[src/rtl/regbus_xcvr_pkg.sv]
package regbus_xcvr_pkg;
  localparam int unsigned BUS_W = 18;

  // Control set of one direction
  typedef struct packed {
    logic oe_n;
    logic le;
    logic cke_n;
    logic pclk;
  } path_ctl_t;

  typedef enum logic [1:0] {
    MODE_PASS = 2'd0,
    MODE_KEEP = 2'd1,
    MODE_LOAD = 2'd2
  } path_mode_t;
endpackage

[src/rtl/regbus_fall_det.sv]
module regbus_fall_det (
  input  logic clk,
  input  logic rst_n,
  input  logic lvl,
  output logic fall
);
  logic prev_q;

  always_ff @(posedge clk or negedge rst_n) begin
    if (!rst_n) prev_q <= 1'b0;
    else        prev_q <= lvl;
  end

  assign fall = prev_q & ~lvl;


  fall_single_chk: assert property (@(posedge clk) disable iff (!rst_n)
    fall |=> !fall);
endmodule

[src/rtl/regbus_path.sv]
module regbus_path
  import regbus_xcvr_pkg::*;
#(
  parameter int unsigned W = BUS_W
) (
  input  logic         clk,
  input  logic         rst_n,
  input  path_ctl_t    ctl,
  input  logic [W-1:0] din,
  output logic [W-1:0] dout,
  output logic         drive
);
  logic         fall;
  logic [W-1:0] store_q;
  path_mode_t   mode;

  regbus_fall_det u_fall (
    .clk   (clk),
    .rst_n (rst_n),
    .lvl   (ctl.pclk),
    .fall  (fall)
  );

  always_comb begin
    if (ctl.le)                     mode = MODE_PASS;
    else if (fall && !ctl.cke_n)    mode = MODE_LOAD;
    else                            mode = MODE_KEEP;
  end

  always_ff @(posedge clk or negedge rst_n) begin
    if (!rst_n)                  store_q <= '0;
    else if (mode != MODE_KEEP)  store_q <= din;
  end

  assign drive = rst_n & ~ctl.oe_n;
  assign dout  = drive ? (ctl.le ? din : store_q) : '0;


  track_chk: assert property (@(posedge clk) disable iff (!rst_n)
    ctl.le |=> (store_q == $past(din)));


  load_chk: assert property (@(posedge clk) disable iff (!rst_n)
    (!ctl.le && !ctl.cke_n && fall) |=> (store_q == $past(din)));


  cke_block_chk: assert property (@(posedge clk) disable iff (!rst_n)
    (!ctl.le && ctl.cke_n) |=> $stable(store_q));


  hold_chk: assert property (@(posedge clk) disable iff (!rst_n)
    (!ctl.le && !fall) |=> $stable(store_q));
endmodule

[src/rtl/regbus_xcvr.sv]
module regbus_xcvr
  import regbus_xcvr_pkg::*;
#(
  parameter int unsigned W = BUS_W
) (
  input  logic         clk,
  input  logic         rst_n,
  input  logic [W-1:0] a_in,
  output logic [W-1:0] a_out,
  output logic         a_drive,
  input  logic [W-1:0] b_in,
  output logic [W-1:0] b_out,
  output logic         b_drive,
  input  logic         ab_oe_n,
  input  logic         ab_le,
  input  logic         ab_cke_n,
  input  logic         ab_pclk,
  input  logic         ba_oe_n,
  input  logic         ba_le,
  input  logic         ba_cke_n,
  input  logic         ba_pclk
);
  path_ctl_t ab_ctl, ba_ctl;

  assign ab_ctl = '{oe_n: ab_oe_n, le: ab_le, cke_n: ab_cke_n, pclk: ab_pclk};
  assign ba_ctl = '{oe_n: ba_oe_n, le: ba_le, cke_n: ba_cke_n, pclk: ba_pclk};

  regbus_path #(.W(W)) u_ab (
    .clk   (clk),
    .rst_n (rst_n),
    .ctl   (ab_ctl),
    .din   (a_in),
    .dout  (b_out),
    .drive (b_drive)
  );

  regbus_path #(.W(W)) u_ba (
    .clk   (clk),
    .rst_n (rst_n),
    .ctl   (ba_ctl),
    .din   (b_in),
    .dout  (a_out),
    .drive (a_drive)
  );


  reset_off_chk: assert property (@(posedge clk)
    !rst_n |-> (!a_drive && !b_drive));


  oe_off_chk: assert property (@(posedge clk) disable iff (!rst_n)
    (ab_oe_n |-> (!b_drive && b_out == '0)) and (ba_oe_n |-> (!a_drive && a_out == '0)));
endmodule

[config.mk]
export PLATFORM = sky130hd
export DESIGN_NAME = regbus_xcvr
export DESIGN_NICKNAME = d
export VERILOG_FILES = /design/src/rtl/regbus_xcvr_pkg.sv /design/src/rtl/regbus_fall_det.sv /design/src/rtl/regbus_path.sv /design/src/rtl/regbus_xcvr.sv
export SDC_FILE = /design/constraint.sdc
export NUM_CORES = 1
export LEC_CHECK = 0
export ABC_AREA = 1
export BUFFER_PORTS_ARGS = -buffer_cell sky130_fd_sc_hd__clkbuf_2
export CAP_MARGIN = 20
export CORE_MARGIN = 4
export CORE_UTILIZATION = 30
export CTS_CLUSTER_DIAMETER = 120
export CTS_CLUSTER_SIZE = 30
export DETAILED_ROUTE_END_ITERATION = 16
export REMOVE_ABC_BUFFERS = 1
export SETUP_SLACK_MARGIN = 0.5
export SLEW_MARGIN = 40
export SYNTH_ARGS = -nofsm -noshare
export SYNTH_HDL_FRONTEND = slang
export SYNTH_SLANG_ARGS = --single-unit
[constraint.sdc]
create_clock -name clk -period 1 [get_ports clk]
set_input_delay 0.05 -clock clk [delete_from_list [all_inputs] [get_ports clk]]
set_output_delay 0.05 -clock clk [all_outputs]
set_load 0.01 [all_outputs]
==> key figures <==
Critical path
  • Critical path class: flip-flop to output pin
  • RR Startpoint: u_ba.u_fall.prev_q
  • WP data arrival: 1.00 ns
  • R2r endpoint: u_ba.store_q[2]
  • Worst Reg-to-Reg Cells: 4
  • CP Capture Type: output pin
  • Reg2Reg Setup Slack: 0.03 ns
  • Crit path max fanout: 2
  • Worst EP required: 0.95 ns
  • Critical Path Start Type: flip-flop
  • Crit. Startpoint: u_ba.store_q[7]

STA
  • Final worst-path cycle share: 1.054
  • Finish-stage setup viols: 28
  • Fmax: 948.9 MHz
  • Final WS setup: -0.05386 ns
  • Fin. max-slew vios: 0
  • Final Skew: 0.006334 ns
  • Worst Hold Margin: -0.1063 ns
  • Setup tns final: -0.5730 ns
  • Unrepaired setup endpoints after global routing: yes
  • Final hold vios: 70
  • Slew @ Worst Pin: 0.5058 ns
  • Max_slew headroom: 0.6628
  • Final min period: 1.054 ns

Logic synthesis
  • Cells after synthesis: 286
  • Sequential share of the synthesized area: 0.4211
  • Mean Syn Cell Area: 7.897 sq um
  • Largest cells by area after synthesis: dfrtp_1 42%, nand2_1 17%, nand2_2 12%, a21oi_1 8.0%, nand3_1 8.0%
  • Library cells used by synthesis: 14
  • YS warnings: 0
  • Area of the mapped netlist: 2258 sq um
  • Synth Register Bits: 38
  • Cell taking the most area after synthesis: dfrtp_1
  • Share of the synthesized area in the top cell type: 0.4211

Clock tree
  • Root Buffer: clkbuf_8
  • CTS buffer count: 5
  • Clk_lat worst skew: 0.28 ns
  • CTS tree: done
  • Clock Tree Buf Depth: 2
  • Clock sink count: 38
  • H-tree depth: 2
  • Clock transition at path regs: 0.08 ns

Finish
  • Fin cells: 486
  • Area growth, synth to finish: 43.21%
  • Commonest non-fill, non-tap cell in the layout: nand2_1
  • Final #Nets: 433
  • Layout Utilization: 0.4435
  • Antenna cells: 0
  • Layout cells sized above 1: 0.5478
  • Most frequent cells in the layout: 91 x nand2_1, 51 x nand2_2, 46 x clkbuf_2
  • Fill count: 765

Run status
  • Failing checks: hold timing, setup timing
  • Status: finished, violations left

Min path
  • Hold Crit Depth: 1
  • Worst Hold Launch: ab_pclk
  • Worst hold path class: input port to flip-flop
  • Hold worst-path end: u_ab.u_fall.prev_q

Pwr
  • Peak VDD IR: 0.0004178 V
  • Power Dens Cells: 1175 nW/um^2
  • Leak Pwr: 1.654 nW

Detailed routing
  • Drt first pass iters: 4
  • Final WL: 6265 um
  • Via count: 2,237
  • DRC violations left: 0
  • DR iter-0 viols: 48
  • Per-cell routed wire length: 12.89 um
  • Routed Antenna Nets: 0
  • Number of vias per cell: 4.603

Global route
  • Number of global-route vias before repair: 2,075
  • GRT Total Usage: 0.1388
  • Congestion Overflow GR: 0
  • Largest net degree at the start of global routing: 39
  • Initial antenna violation count: 0
  • First-pass GRT wire length: 9936 um

Floorplanning
  • Die area: 8980 sq um
  • Width of the die: 94.77 um
  • Die height: 94.77 um
  • Io pins: 84
  • Starting density of the core: 0.3097
  • Row cnt: 31
  • Core area: 7292 sq um

Job
  • Number of max-cap violations: 0

Placed design
  • Post-DP HPWL: 3998 um
  • Pre-CTS WS: 0.001066 ns
  • Routability cong.: 0.7451
  • IO Port Bufs: 83
  • Dpl cells: 459
-- cell usage after synthesis --
library cell and number:
dfrtp_1 38, nand2_1 104, inv_1 4, a21oi_1 36, nand3_1 36, nand2_8 2, inv_8 2, buf_4 5
inv_2 4, buf_12 2, buf_6 7, nand2_2 42, nand3_4 2, buf_2 2
-- worst max-delay path, cell delays in order (launching register included) --
cell     delay [ns]
dfrtp_1        0.39
nand2_1        0.08
a21oi_2        0.12
buf_2          0.14
-- kinds of logic after synthesis --
kind of cell	Yosys count	share of synthesized area
buf+inv	26	0.09695
flops	38	0.4211
simple gates	186	0.4022
compound gates	36	0.07978
-- worst max path at each step --
stage / end / slack [ns] / depth (start not counted)
2_1_floorplan: u_ab.store_q[0] / 0.07 / 4
3_3_place_gp: u_ba.store_q[9] / 0.03 / 4
3_5_place_dp: u_ba.store_q[2] / 0.001 / 4
4_1_cts: b_out[7] / -0.06 / 3
5_1_grt: a_out[13] / -0.13 / 3
6_report: a_out[7] / -0.05 / 3
-- layout make-up --
class	instances	area, sq um	share of cell area
Clock buffer	5	68.82	0.02128
Clock inverter	2	10.01	0.003095
Inverter	10	75.07	0.02321
Multi-Input combinational cell	225	1330	0.4112
Sequential cell	38	950.9	0.2940
Tap cell	99	123.9	0.03830
Timing Repair Buffer	107	675.6	0.2089
-- where the power goes --
group          internal, mW  switching, mW  leakage, nW
Clock                 0.469          0.533       0.0438
Sequential             1.68         0.0880        0.460
Combinational         0.445          0.581         1.15
Total                  2.60           1.20         1.65
-- repair_timing --
item / CTS / global route
endpoints found under the hold margin: 76 / 64
setup endpoints to repair: 74 / 74
resized for setup: 41 / 65
pin swaps: 5 / 12
cloned: 3 / 0
buffers inserted: 5 / 12
-- stage by stage --
stage	total power, mW	cell area, sq um
2_1_floorplan	2.216	2092
4_1_cts	3.731	3044
5_1_grt	4.030	3234
3_5_place_dp	2.575	2696
3_3_place_gp	2.563	2696
6_report	3.800	3234
-- metal layers --
layer,part of all wire,track usage
met1,0.46,0.1909
met2,0.46,0.2231
met3,0.070,0.02470
met4,0.0085,0.03966
met5,0,0
-- flip-flops by register name, indices dropped and copies added, names as in the netlist --
name,count
u_ab.store_q,18
u_ab.u_fall.prev_q,1
u_ba.store_q,18
u_ba.u_fall.prev_q,1
Note: power is estimated with default switching activity, not from simulation.
